==> config.mk <==
export PLATFORM = sky130hd
export DESIGN_NAME = pcm_port_ctrl
export DESIGN_NICKNAME = d
export VERILOG_FILES = /design/src/rtl/pcm_port_pkg.sv /design/src/rtl/pcm_tick_gen.sv /design/src/rtl/pcm_mode_fsm.sv /design/src/rtl/pcm_dac_path.sv /design/src/rtl/pcm_port_ctrl.sv
export SDC_FILE = /design/constraint.sdc
export NUM_CORES = 1
export LEC_CHECK = 0
export BUFFER_PORTS_ARGS = -buffer_cell sky130_fd_sc_hd__buf_2
export CAP_MARGIN = 20
export CORE_MARGIN = 1.5
export CORE_UTILIZATION = 56
export CTS_CLUSTER_SIZE = 12
export DETAILED_ROUTE_END_ITERATION = 8
export PLACE_DENSITY = 0.9
export SETUP_SLACK_MARGIN = 0.5
export SLEW_MARGIN = 10
export SYNTH_ARGS = -nofsm -noshare
export SYNTH_HDL_FRONTEND = slang
export SYNTH_SLANG_ARGS = --single-unit
==> constraint.sdc <==
create_clock -name clk -period 3.54 [get_ports clk]
set_input_delay 0.177 -clock clk [delete_from_list [all_inputs] [get_ports clk]]
set_output_delay 0.177 -clock clk [all_outputs]
set_load 0.005 [all_outputs]
==> src/rtl/pcm_port_pkg.sv <==
package pcm_port_pkg;

    localparam int BYTE_W = 8;

    typedef enum logic {
        ST_DIRECT   = 1'b0,
        ST_BUFFERED = 1'b1
    } buf_mode_e;

    typedef struct packed {
        logic hold;
        logic mic;
        logic filt;
        logic mute;
    } ana_ctrl_t;

endpackage

==> src/rtl/pcm_tick_gen.sv <==
module pcm_tick_gen #(
    parameter int TICK_DIV = 682,
    parameter int CNT_W    = 2
) (
    input  logic             clk,
    input  logic             rst_n,
    input  logic             clr,
    output logic             tick,
    output logic [CNT_W-1:0] cnt
);
    localparam int PRE_W = (TICK_DIV > 2) ? $clog2(TICK_DIV) : 1;
    localparam logic [PRE_W-1:0] PRE_LAST = PRE_W'(TICK_DIV - 1);

    logic [PRE_W-1:0] pre_q;

    assign tick = (pre_q == PRE_LAST);

    always_ff @(posedge clk) begin
        if (!rst_n) begin
            pre_q <= '0;
            cnt   <= '0;
        end else if (clr) begin
            pre_q <= '0;
            cnt   <= '0;
        end else if (tick) begin
            pre_q <= '0;
            cnt   <= cnt + 1'b1;
        end else begin
            pre_q <= pre_q + 1'b1;
        end
    end
endmodule

==> src/rtl/pcm_mode_fsm.sv <==
module pcm_mode_fsm
    import pcm_port_pkg::*;
(
    input  logic       clk,
    input  logic       rst_n,
    input  logic       ctrl_wr,
    input  logic [4:0] ctrl_bits,
    output buf_mode_e  mode,
    output ana_ctrl_t  ana
);
    buf_mode_e state_q, state_d;
    ana_ctrl_t ana_q;

    always_ff @(posedge clk) begin
        if (!rst_n) state_q <= ST_DIRECT;
        else        state_q <= state_d;
    end

    always_comb begin
        state_d = state_q;
        unique case (state_q)
            ST_DIRECT:   if (ctrl_wr && ctrl_bits[0])  state_d = ST_BUFFERED; // GO_BUFFERED
            ST_BUFFERED: if (ctrl_wr && !ctrl_bits[0]) state_d = ST_DIRECT;   // GO_DIRECT
            default:     state_d = ST_DIRECT;
        endcase
    end

    always_ff @(posedge clk) begin
        if (!rst_n)       ana_q <= '0;
        else if (ctrl_wr) ana_q <= ctrl_bits[4:1];
    end

    always_comb begin
        mode = state_q;
        ana  = ana_q;
    end
endmodule

==> src/rtl/pcm_dac_path.sv <==
module pcm_dac_path
    import pcm_port_pkg::*;
(
    input  logic              clk,
    input  logic              rst_n,
    input  logic              data_wr,
    input  logic [BYTE_W-1:0] wr_data,
    input  buf_mode_e         mode,
    input  logic              tick,
    output logic [BYTE_W-1:0] dac_out
);
    logic [BYTE_W-1:0] held_q;

    always_ff @(posedge clk) begin
        if (!rst_n)       held_q <= '0;
        else if (data_wr) held_q <= wr_data;
    end

    always_ff @(posedge clk) begin
        if (!rst_n) begin
            dac_out <= '0;
        end else begin
            unique case (mode)
                ST_DIRECT:   if (data_wr) dac_out <= wr_data;
                ST_BUFFERED: if (tick)    dac_out <= held_q;
                default:     dac_out <= dac_out;
            endcase
        end
    end
endmodule

==> src/rtl/pcm_port_ctrl.sv <==
module pcm_port_ctrl
    import pcm_port_pkg::*;
#(
    parameter int TICK_DIV = 682,
    parameter int CNT_W    = 2
) (
    input  logic              clk,
    input  logic              rst_n,
    input  logic              wr_stb,
    input  logic              wr_sel,
    input  logic [BYTE_W-1:0] wr_data,
    input  logic              rd_sel,
    output logic [BYTE_W-1:0] rd_data,
    input  logic              cmp_in,
    output logic [BYTE_W-1:0] dac_out,
    output logic              dbl_buf,
    output logic              mute_on,
    output logic              filt_on,
    output logic              mic_sel,
    output logic              hold_on
);
    logic             ctrl_wr, data_wr, cnt_clr, tick;
    logic [CNT_W-1:0] cnt;
    buf_mode_e        mode;
    ana_ctrl_t        ana;

    assign ctrl_wr = wr_stb && wr_sel;
    assign data_wr = wr_stb && !wr_sel;
    assign cnt_clr = data_wr && (mode == ST_BUFFERED);

    pcm_tick_gen #(.TICK_DIV(TICK_DIV), .CNT_W(CNT_W)) u_tick (
        .clk(clk), .rst_n(rst_n), .clr(cnt_clr), .tick(tick), .cnt(cnt)
    );

    pcm_mode_fsm u_mode (
        .clk(clk), .rst_n(rst_n), .ctrl_wr(ctrl_wr),
        .ctrl_bits(wr_data[4:0]), .mode(mode), .ana(ana)
    );

    pcm_dac_path u_dac (
        .clk(clk), .rst_n(rst_n), .data_wr(data_wr), .wr_data(wr_data),
        .mode(mode), .tick(tick), .dac_out(dac_out)
    );

    assign dbl_buf = (mode == ST_BUFFERED);
    assign mute_on = ana.mute;
    assign filt_on = ana.filt;
    assign mic_sel = ana.mic;
    assign hold_on = ana.hold;

    always_comb begin
        if (rd_sel) rd_data = {cmp_in, 2'b00, ana.hold, ana.mic, ana.filt, ana.mute, dbl_buf};
        else        rd_data = BYTE_W'(cnt);
    end
endmodule

[Word level (Yosys, flattened, before mapping)]
Index checks and enable logic that the tools add are counted.
Storage, ports and cells
  logic and storage cells: 33
  bits in latches: 0
  register bits after elaboration: 33
  memories kept: 0
  bits in writable memories: 0
  memory bits (read-only): 0
Operators by class
  multiplexer cells: 7
  add/subtract/negate cells: 2
  div/mod/pow operators: 0
  order comparisons: 0
  reductions and logical operators: 10
  bitwise gates (word level): 2
  shift-type cells: 0
  eq/ne operators: 3
  multipliers: 0
Operator list (count)
  8-bit 2-to-1 mux: 3
  8-bit case mux with 2 select lines: 1
  10-bit by 1-bit adder with 10-bit output, second input constant: 1
  10-bit equality test, second input constant: 1
  1-bit logical AND: 5
  2-bit != test, second input constant: 2
  3-bit OR reduction: 1
  2-bit by 1-bit adder with 2-bit output, second input constant: 1
  1-bit zero test: 2
  1-bit 2-to-1 mux: 2
  1-bit inverter: 2
  1-bit case mux with 2 select lines: 1
  2-bit AND reduction: 1
  2-bit OR reduction: 1

[Depth between registers and ports, before layout]
Gate-level depths: netlist (run 1).
  depth in word-level cells: 4
  depth in mapped cells: 6
  depth with buffers taken out: 5

[Cells and area by module]
A second synthesis (run 1) with hierarchy kept.
Unflattened totals
  cell total of the unflattened synthesis: 153
  area total of the unflattened synthesis: 1534.0 um^2
By module, submodules not included
  pcm_dac_path: area each 689.4 um^2, times used 1, seq. area each 320.3 um^2, cells an instance 61
  pcm_tick_gen: area each 564.3 um^2, times used 1, seq. area each 240.2 um^2, cells an instance 64
  pcm_mode_fsm: area each 192.7 um^2, times used 1, seq. area each 100.1 um^2, cells an instance 16
  pcm_port_ctrl: area each 87.6 um^2, times used 1, seq. area each 0.0 um^2, cells an instance 12

[Worst setup path after synthesis (run 1)]
Ideal clock, no wire load.
  path kind: reg2reg
  start point: register u_tick.pre_q[0]
  end point: register u_dac.dac_out[0]
  required time: 3.416 ns
  setup slack: 2.128 ns
  cell stages (with the launch flop): 6
  arrival time: 1.288 ns
  library setup time: 0.124 ns
  period minus slack after synthesis: 1.412 ns
  buffers on the path: 1
  cell sequence: dfxtp_1 > ha_1 > nand4bb_1 > o31a_1 > buf_2 > mux2i_1
Between the ends
  word-level cells in the longest chain between the ends: 3
RTL lines
  start: declaration: RTL line pcm_tick_gen.sv:14  | logic [PRE_W-1:0] pre_q;
  start signal: assignment: RTL line pcm_tick_gen.sv:29  | pre_q <= pre_q + 1'b1;
  10-bit equality test: RTL line pcm_tick_gen.sv:16  | assign tick = (pre_q == PRE_LAST);
  2-bit != test (no source line)
  2-bit AND reduction (no source line)
  end signal: assignment: RTL line pcm_dac_path.sv:24  | ST_DIRECT: if (data_wr) dac_out <= wr_data;
  end signal: assignment: RTL line pcm_dac_path.sv:25  | ST_BUFFERED: if (tick) dac_out <= held_q;
  end signal: assignment: RTL line pcm_dac_path.sv:26  | default: dac_out <= dac_out;
  end: declaration: RTL line pcm_dac_path.sv:10  | output logic [BYTE_W-1:0] dac_out
No other way between the ends.
A chain may end at the register's enable or synchronous reset.

==> out/summary.txt, run 1 <==
Final Slew Violations: 0
Starting density of the core: 57.99%
Crit. End Element: flop
I/O pins: 35
DR WL/cell: 13.20 um
Min Tclk post-route: 1705 ps
Initial antenna violation count: 0
Worst Path Buf+Inv: 0
Synth Instances: 178
Hold Slack: 104.2 ps
DRT iter0 DRCs: 36
Post-CTS sizing: 0
Worst-path clk slew: 100 ps
R2R cell count: 3
Commonest cells in the netlist: 43 x nand2_1, 33 x dfxtp_1, 13 x a21boi_0, 10 x nand3_1
Register-to-register setup slack: 1840 ps
Congestion Overflow GR: 0
CP arrival: 1970 ps
GRT Total Usage: 21.90%
Clk sinks: 33
Fin Setup TNS: 0 ps
# hold bufs at CTS: 0
Sequential cell area fraction in the yosys report: 42.04%
Unrepaired setup endpoints after global routing: false
Fmax: 586.5 MHz
N_diodes: 0
Main flop type after synthesis: dfxtp_1
Clk_skew: 6.750 ps
DRT antenna net count: 0
Count leader, synth: nand2_1
Status: finished clean
Via-to-Cell Ratio: 5.538
Core area: 2710 um^2
Hold endpoint: u_dac.held_q[6]
Seq cells post-synth: 33
CTS root buffer: clkbuf_4
Final net count: 222
Vias in the first global route: 1,221
Worst-margin pin slew: 688.9 ps
Proportion of layout cells with a drive suffix above 1: 25.60%
Final setup fails: 0
Distinct cell type count after synthesis: 35
Worst-Skew Late Latency: 330 ps
DIE AREA: 3133 um^2
Max incr delay on CP: 710 ps
Setup Fix Bufs, Post-CTS: 0
Height of the die: 55.98 um
Slowest cell on crit path: dfxtp_1
Hold depth: 3
Largest area contributor in the netlist: dfxtp_1
Yosys top cell area share: 42.04%
FFs w/ async S/R, synth: 0%
CTS max path bufs: 2
Layout area overhead: 14.65%
Drt first pass iters: 4
Synth warnings: 0
Worst Path Max Fanout: 14
Syn avg cell area: 8.829 um^2
Fin crit share: 48.16%
Final WL: 3142 um
Critical Path RT: 3800 ps
R2R Path End: u_dac.dac_out[6]
Util after Layout: 66.48%
Max Cap Viol: 0
CTS H-tree lvls: 2
Worst Hold Launch: wr_data[6]
EDFF count, synth: 0
CTS Buf Count: 5
Top Family by Delay on Critical Path: flip-flops
CTS tree: built
Die Wd: 55.98 um
CP cell instances: or3b_1, o31a_1, mux2i_1
# fillers: 225
Largest net degree at the start of global routing: 33
Gp weighted congestion: 0.7405
Final Hold Viols: 0
CP startpoint kind: flop
Worst Path Class, Setup: reg -> reg
Pleak: 0.0007474 uW
Mapped Area: 1572 um^2
Top post-synthesis cells by area: dfxtp_1 42%, nand2_1 10%, mux2_2 6.4%
Detailed-route DRC error count: 0
First-pass GRT wire length: 5368 um
Post-DP HPWL: 2212 um
PD cells: 424.3 nW/um^2
Hold Path Class: in -> reg
Via count: 1,318
Slew HR: 53.83%
Worst vdd ir: 0.3481 mV
Placement Rows: 19
Port buffer count: 32
[state kept, by name (all words and copies together), names as in the netlist, named ones only]
signal / count
u_dac.dac_out: 8
u_dac.held_q: 8
u_mode.ana: 4
u_tick.cnt: 2
u_tick.pre_q: 10
[layout make-up]
cell class              count  area [um^2]  share of cell area (%)
flip-flops and latches     33        660.6                   36.67
repair buffers             32        160.2                   8.889
clock inverters             1        30.03                   1.667
inverters                   2        7.507                  0.4167
clock buffers               7        55.05                   3.056
well taps                  31        38.79                   2.153
multi-input cells         132        849.6                   47.15
[metrics by stage]
stage	area (um^2)	setup slack (ps)	total power [uW]	instances
after detailed placement	1717	1897	478.3	230
after floorplan	1575	2128	453.3	179
after global routing	1802	1737	797.9	238
after global placement	1717	1936	475.8	230
after CTS	1802	1870	769.0	238
final	1802	1835	764.5	238
[worst max path at each step]
stage	to	depth (start not counted)
2_1_floorplan	u_dac.dac_out[0]	5
3_3_place_gp	u_dac.dac_out[6]	3
3_5_place_dp	u_dac.dac_out[3]	3
4_1_cts	u_dac.dac_out[6]	3
5_1_grt	u_tick.pre_q[2]	4
6_report	u_dac.dac_out[6]	3
[worst register-to-register path, stage by stage, from the launching register on]
cell and delay [ps]:
dfxtp_1 710, or3b_1 220, o31a_1 470, mux2i_1 240
[power by group]
part / internal (uW) / leakage [uW] / switching (uW)
Sequential: 386 / 0.000269 / 11.4
Clock: 169 / 0.0000455 / 126
Combinational: 34.8 / 0.000433 / 37.9
Total: 589 / 0.000747 / 175
[cells in the final DEF, fill, tap and decap left out, types with 2 or more instances in the layout]
master and n:
nand3_1 10, a21boi_0 13, dfxtp_1 33, o21ai_0 5, buf_2 32, mux2_2 9
and2_1 4, nand2_1 43, conb_1 2, xor2_1 2, nor3_1 5, clkbuf_4 5
nand2b_1 2, o31ai_1 2, inv_1 2, mux2i_1 9, or3_1 3, a211oi_1 4
nand3b_1 3, ha_1 2
[cells by family after synthesis]
group,count (synthesis),synth area share [%]
xor gates and xnor gates,3,1.672
adders and majority gates,2,1.592
and+or+nand+nor,80,25.80
DFF,33,42.04
buffers and inverters,14,4.140
other,1,0.2386
muxes,18,12.18
AOI/OAI and AO/OA,27,12.34
[per-layer routing]
metal,up-vias,global-route usage [%],share of wire [%]
li1,669,-,-
met1,625,25.63,44
met2,19,37.65,52
met3,5,5.116,3.1
met4,0,10.20,1.5
met5,-,0,0
No activity file was read; power rests on OpenSTA's default activity.
==> run 2: changes to the inputs <==
--- a/config.mk
+++ b/config.mk
@@ -8,10 +8,10 @@
 export BUFFER_PORTS_ARGS = -buffer_cell sky130_fd_sc_hd__buf_2
 export CAP_MARGIN = 20
 export CORE_MARGIN = 1.5
-export CORE_UTILIZATION = 56
+export CORE_UTILIZATION = 53
 export CTS_CLUSTER_SIZE = 12
 export DETAILED_ROUTE_END_ITERATION = 8
-export PLACE_DENSITY = 0.9
+export PLACE_DENSITY = 0.86
 export SETUP_SLACK_MARGIN = 0.5
 export SLEW_MARGIN = 10
 export SYNTH_ARGS = -nofsm -noshare
==> constraint.sdc (replaced) <==
create_clock -name clk -period 1.8 [get_ports clk]
set_input_delay 0.09 -clock clk [delete_from_list [all_inputs] [get_ports clk]]
set_output_delay 0.09 -clock clk [all_outputs]
set_load 0.005 [all_outputs]
==> run 2 against run 1 <==
Cell count grew 2.9%. Largest cell class unchanged. Clock-buffer cell count did not move. Clock skew grew 6.0 ps. Critical path depth rose by 2. Sequential cell count unchanged. Wire length increased by 18%. Combinational power increased by 130%. Die area is 5.3% higher. Highest routed layer unchanged.
==> out/summary.txt, run 2 (same netlist as run 1, synthesis figures left out) <==
Status: finished clean
Final setup fails: 0 (unchanged)
Vias in the first global route: 1,329 (+8.8%)
Fmax: 708.0 MHz (+21%)
Hold Path Class: in -> reg
Biggest register: u_tick.pre_q
Final Hold Viols: 0 (unchanged)
First-pass GRT wire length: 5809 um (+8.2%)
Starting density of the core: 56.50% (-1.5 points)
Most common cell after layout, fill and taps aside: nand2_1
Share of total power in combinational logic: 10.8% (+1.3 points)
Max Cap Viol: 0 (unchanged)
# hold bufs at CTS: 0 (unchanged)
Worst-Skew Late Latency: 330 ps (about the same)
GR Util met1: 29.30% (+3.7 points)
Placement Rows: 19 (unchanged)
Initial antenna violation count: 0 (unchanged)
Worst Path Class, Setup: reg -> reg
Drt first pass iters: 4 (unchanged)
Cell-internal power: 1168 uW (+98%)
Worst-margin pin slew: 511.8 ps (-177.1 ps)
Detailed-route DRC error count: 0 (unchanged)
CTS max path bufs: 2 (unchanged)
Top flop regs: u_tick.pre_q (10), u_dac.dac_out (8), u_dac.held_q (8)
Height of the die: 57.45 um (+2.6%)
CTS H-tree lvls: 2 (unchanged)
CTS Buf Count: 5 (unchanged)
Proportion of layout cells with a drive suffix above 1: 36.45% (+11 points)
Die Wd: 57.45 um (+2.6%)
Unrepaired setup endpoints after global routing: true
# fillers: 195 (-13%)
Via-to-Cell Ratio: 5.820 (+5.1%)
DIE AREA: 3301 um^2 (+5.3%)
CTS root buffer: clkbuf_4
Worst Path Max Fanout: 5 (-9)
Worst vdd ir: 0.7944 mV (+130%)
CP arrival: 1660 ps (-310 ps)
Pleak: 0.0008361 uW (+12%)
Slew HR: 65.81% (+12 points)
Critical Path RT: 2050 ps (-1750 ps)
Most frequent cells in the layout: 43 x nand2_1, 32 x buf_2, 25 x dfxtp_1, 13 x a21boi_0
Crit. End Element: flop
PD cells: 769.5 nW/um^2 (+81%)
Clk_skew: 12.78 ps (+6.034 ps)
Met2 usage: 36.53% (-1.1 points)
Fin Setup TNS: 0 ps (unchanged)
DR WL/cell: 15.08 um (+14%)
Congestion Overflow GR: 0 (unchanged)
Via count: 1,426 (+8.2%)
Area post-placement: 1783 um^2 (+3.9%)
Post-DP HPWL: 2449 um (+11%)
Design Area, Final: 1974 um^2 (+9.6%)
Switching portion of total power: 23.10% (+0.17 points)
Core area: 2781 um^2 (+2.6%)
Fin crit share: 78.47% (+30 points)
Final Slew Violations: 0 (unchanged)
Max reg flops: 10 (unchanged)
GRT Total Usage: 22.74% (+0.84 points)
Largest net degree at the start of global routing: 31 (-6.1%)
CTS tree: built
Final WL: 3694 um (+18%)
Placed insts: 233 (+1.3%)
Busiest layer in global routing: met2
Part of the power in registers: 51.4% (-0.6 points)
DRT antenna net count: 0 (unchanged)
Clk sinks: 33 (unchanged)
N_diodes: 0 (unchanged)
Min Tclk post-route: 1412 ps (-292.5 ps)
Non-Filler Instances: 245 (+2.9%)
Port buffer count: 32 (unchanged)
DRT iter0 DRCs: 49 (+36%)
Worst-path clk slew: 100 ps (about the same)
Final net count: 229 (+3.2%)
Clk pwr share: 37.7% (-0.8 points)
CP startpoint kind: flop
Net Sw Power: 350.9 uW (+100%)
CP cell instances: inv_2, ha_4, nand4bb_4, or4_1, a21oi_1
Slowest cell on crit path: or4_1
Gp weighted congestion: 0.8346 (+13%)
Layout area overhead: 25.64%
Max incr delay on CP: 500 ps (-210 ps)
GR Util met3: 5.669% (+0.55 points)
I/O pins: 35 (unchanged)
[run 2: cell count changes in the layout (fill, tap and decap cells not counted), sizes merged]
| cell | before | now |
|---|---|---|
| buf | 32 | 39 |
[run 2: path summary, 6_finish.rpt]
kind                    start               end  slack [ps]  depth (start not counted)
min reg2reg  u_dac.dac_out[2]  u_dac.dac_out[2]         460                          2
max reg2reg   u_tick.pre_q[1]     u_tick.cnt[0]         390                          5
max           u_tick.pre_q[1]     u_tick.cnt[0]         390                          5
min                wr_data[7]   u_dac.held_q[7]          20                          3
[run 2: metrics by stage]
stage | setup slack, ps | power, uW | utilization (%) | hold WS (ps)
2_1_floorplan | 475.0 | 900.7 | - | 230.7
3_3_place_gp | 433.0 | 945.9 | 64.10 | 351.0
3_5_place_dp | 381.6 | 953.9 | 64.10 | 368.7
4_1_cts | 389.9 | 1517 | 69.19 | 21.45
5_1_grt | 341.9 | 1580 | 70.99 | 13.52
6_report | 387.5 | 1519 | 70.99 | 19.29
[run 2: power groups by stage]
stage               clock, uW  combinational (uW)  sequential, uW
global placement            0                 150             796
CTS                       576                 159             782
floorplan                   0                 105             796
finish                    573                 165             782
global route              613                 181             786
detailed placement          0                 155             799
[run 2: per-layer routing]
metal / vias up / share of wire (%)
met4: 0 / 3.4
met1: 656 / 44
met2: 68 / 46
met3: 18 / 6.3
li1: 684 / -
met5: - / 0
[run 2: layout make-up]
class                      count  area, um^2  share of cell area [%]
clock inverter                 1       30.03                   1.521
multi-input combinational    132       937.1                   47.47
tap                           31       38.79                   1.965
sequential                    33       678.2                   34.35
inverter                       2       7.507                  0.3802
clock buffer                   7       55.05                   2.788
timing repair buffer          39       227.7                   11.53
[run 2: worst max-delay path, delay by kind of cell, from the launching register on]
kind | cells | cell delay [ps]
DFF | 1 | 360
AOI/OAI and AO/OA | 1 | 130
and+or+nand+nor | 2 | 660
adders and majority gates | 1 | 130
buffers and inverters | 1 | 70
[run 2: repair_timing]
action / in CTS / in global routing
pin swaps: 3 / 2
gates cloned: 0 / 0
resized for setup: 9 / 9
endpoints found under the setup margin: 18 / 20
setup buffers: 3 / 1
==> run 3: changes to the inputs <==
--- a/config.mk
+++ b/config.mk
@@ -5,6 +5,7 @@
 export SDC_FILE = /design/constraint.sdc
 export NUM_CORES = 1
 export LEC_CHECK = 0
+export ABC_AREA = 1
 export BUFFER_PORTS_ARGS = -buffer_cell sky130_fd_sc_hd__buf_2
 export CAP_MARGIN = 20
 export CORE_MARGIN = 1.5
==> constraint.sdc (replaced) <==
create_clock -name clk -period 1.4 [get_ports clk]
set_input_delay 0.07 -clock clk [delete_from_list [all_inputs] [get_ports clk]]
set_output_delay 0.07 -clock clk [all_outputs]
set_load 0.005 [all_outputs]
==> run 3 against run 2 <==
Cell count rose by 23%. Critical path depth grew 4. Wire length fell by 0.46%. Clock-buffer cell count decreased by 2. Utilization grew 5.5 points. Non-clock buffer count increased by 15. Sequential share of layout area fell by 2.7 points. Critical endpoint is now u_dac.dac_out[6]. Highest routed layer unchanged.
==> out/summary.txt, run 3 <==
CTS max path bufs: 2 (unchanged)
Top flop regs: u_tick.pre_q (10), u_dac.dac_out (8), u_dac.held_q (8)
DR WL met2: 1719 um (+1.1%)
Mapped Area: 1560 um^2 (-0.72%)
Area post-placement: 1787 um^2 (+0.21%)
Status: finished clean
Initial antenna violation count: 0 (unchanged)
R2R cell count: 9 (+4)
Congestion Overflow GR: 0 (unchanged)
Most frequent cells in the layout: 38 x nand2_1, 29 x buf_2, 26 x inv_1, 24 x nor2_1, 23 x dfxtp_1
Die Wd: 57.26 um (-0.34%)
Distinct cell type count after synthesis: 29 (-17%)
Register-to-register setup slack: 20 ps (-370 ps)
CTS root buffer: clkbuf_4
# fillers: 187 (-4.1%)
Post-DP HPWL: 2309 um (-5.7%)
CP cell instances: inv_2, ha_4, nand2_4, nor2_4, nand4_4, clkbuf_16, nand3_1, nand2_1, nor2_1
Vias in the first global route: 1,403 (+5.6%)
Top Family by Delay on Critical Path: simple AND/OR/NAND/NOR gates
Clk_skew: 6.300 ps (-6.485 ps)
Synth Instances: 216 (+21%)
Worst Path Buf+Inv: 2 (+1)
Met3 Routed Length: 210 um (-9.9%)
First-pass GRT wire length: 5823 um (+0.24%)
GRT Total Usage: 23.09% (+0.35 points)
Core area: 2781 um^2 (unchanged)
DR WL/cell: 12.22 um (-19%)
Tot Pwr: 2016 uW (+33%)
Synth warnings: 0 (unchanged)
Final setup fails: 0 (unchanged)
Most common cell after layout, fill and taps aside: nand2_1
Fin crit share: 98.52% (+20 points)
Commonest cells in the netlist: 40 x nand2_1, 33 x dfxtp_1, 29 x inv_1, 25 x nor2_1, 23 x a21oi_1
Max reg flops: 10 (unchanged)
Worst Path Class, Setup: reg -> reg
Hold Path Class: in -> reg
EDFF count, synth: 0 (unchanged)
Worst Path Max Fanout: 6 (+1)
Biggest register: u_tick.pre_q
Seq cells post-synth: 33 (unchanged)
Height of the die: 57.26 um (-0.34%)
Clk sinks: 33 (unchanged)
CTS tree: built
DRT iter0 DRCs: 61 (+24%)
Fmax: 725.0 MHz (+2.4%)
Final net count: 286 (+25%)
Placement Rows: 19 (unchanged)
Worst-path clk slew: 90 ps (about the same)
Worst path depth: 9 (+4)
Crit. End Element: flop
N_diodes: 0 (unchanged)
Final WL: 3677 um (-0.46%)
Count leader, synth: nand2_1
Port buffer count: 32 (unchanged)
CP startpoint kind: flop
Max Cap Viol: 0 (unchanged)
CTS H-tree lvls: 2 (unchanged)
Worst R2R Start: u_tick.pre_q[1]
Via-to-Cell Ratio: 5.169 (-11%)
Main flop type after synthesis: dfxtp_1
Max incr delay on CP: 350 ps (-150 ps)
Yosys top cell area share: 42.34% (+0.30 points)
Starting density of the core: 56.10% (-0.40 points)
Top post-synthesis cells by area: dfxtp_1 42%, nand2_1 9.6%, a21oi_1 7.4%
Largest net degree at the start of global routing: 22 (-29%)
Final Slew Violations: 0 (unchanged)
Unrepaired setup endpoints after global routing: true
Fin Setup TNS: 0 ps (unchanged)
Via count: 1,556 (+9.1%)
Metal-1 WL: 1651 um (+1.2%)
Crit. Startpoint: u_tick.pre_q[1]
Final Hold Viols: 0 (unchanged)
Slowest cell on crit path: dfxtp_2
CTS Buf Count: 5 (unchanged)
Worst Hold Launch: wr_data[1]
PD cells: 947.5 nW/um^2 (+23%)
R2R Path End: u_dac.dac_out[6]
Largest area contributor in the netlist: dfxtp_1
FFs w/ async S/R, synth: 0% (unchanged)
Hold depth: 3 (unchanged)
Pleak: 0.001023 uW (+22%)
Drt first pass iters: 4 (unchanged)
Top layer used by detailed routing: met4
Post-place setup slack: 35.19 ps (-346.4 ps)
Proportion of layout cells with a drive suffix above 1: 34.81% (-1.6 points)
I/O pins: 35 (unchanged)
Min Tclk post-route: 1379 ps (-33.20 ps)
Gp weighted congestion: 0.8052 (-3.5%)
Detailed-route DRC error count: 0 (unchanged)
Syn avg cell area: 7.223 um^2 (-18%)
Layout area overhead: 36.41%
Worst-Skew Late Latency: 340 ps (about the same)
Design Area, Final: 2128 um^2 (+7.8%)
Critical Path RT: 1680 ps (-370 ps)
DIE AREA: 3278 um^2 (-0.68%)
CP arrival: 1660 ps (about the same)
Worst vdd ir: 1.027 mV (+29%)
Hold endpoint: u_dac.held_q[1]
Worst setup margin: 20.74 ps (-366.8 ps)
Sequential cell area fraction in the yosys report: 42.34% (+0.30 points)
DRT antenna net count: 0 (unchanged)
==> run 3: changes by cell type after synthesis, moves of 8 or more <==
cell | before | now
inv_1 | 2 | 29
nor2_1 | 0 | 25
a21oi_1 | 1 | 23
o21ai_0 | 5 | 20
a21boi_0 | 13 | 0
mux2i_1 | 9 | 0
mux2_2 | 9 | 1
==> run 3: final cells by class <==
cell class                      count  area, um^2  area share [%]
Clock inverter                      2       35.03           1.646
Multi-Input combinational cell    146       829.5           38.98
Inverter                           30       112.6           5.291
Timing Repair Buffer               54       401.6           18.87
Tap cell                           31       38.79           1.822
Sequential cell                    33       673.1           31.63
Clock buffer                        5       37.54           1.764
==> run 3: kinds of logic after synthesis <==
family                     after synthesis  share of synthesized area [%]
AOI/OAI and AO/OA                       44                          14.11
xor gates and xnor gates                 5                          2.807
adders and majority gates                2                          1.604
buffers and inverters                   39                          11.47
DFF                                     33                          42.34
muxes                                    1                         0.7217
other                                    1                         0.2403
and+or+nand+nor                         91                          26.70
==> run 3: through the flow <==
| step | instances | util (%) | hold slack [ps] |
|---|---|---|---|
| after global routing | 301 | 76.52 | 44.74 |
| final | 301 | 76.52 | 15.30 |
| after floorplan | 217 | - | 204.9 |
| after global placement | 277 | 64.24 | 313.3 |
| after CTS | 296 | 71.84 | 3.014 |
| after detailed placement | 277 | 64.24 | 320.5 |
==> run 3: worst max-delay path by stage <==
stage	end
4_1_cts	u_dac.dac_out[6]
3_5_place_dp	u_dac.dac_out[6]
5_1_grt	u_dac.dac_out[6]
6_report	u_dac.dac_out[6]
2_1_floorplan	u_dac.dac_out[0]
3_3_place_gp	u_dac.dac_out[0]
==> run 3: metal layers <==
layer,track usage (%),vias up
met5,0,-
met4,11.96,0
met3,5.215,11
met2,37.27,48
met1,28.92,710
li1,-,787
==> run 3: repair_timing <==
item	4_1_cts	5_1_grt
cloned	1	1
pin swaps	0	9
setup endpoints to repair	26	31
resized for setup	9	21
hold buffers	8	0
setup buffers	3	4
hold endpoints to repair	10	0
==> run 3: where the power goes <==
| part | internal [uW] | switching [uW] |
|---|---|---|
| logic | 144 | 168 |
| clock network | 363 | 319 |
| registers | 991 | 31.2 |
==> run 3: worst register-to-register path, cell delays in order (launching register included) <==
cell	delay, ps
dfxtp_2	350
inv_2	70
ha_4	130
nand2_4	50
nor2_4	130
nand4_4	130
clkbuf_16	200
nand3_1	70
nand2_1	90
nor2_1	110
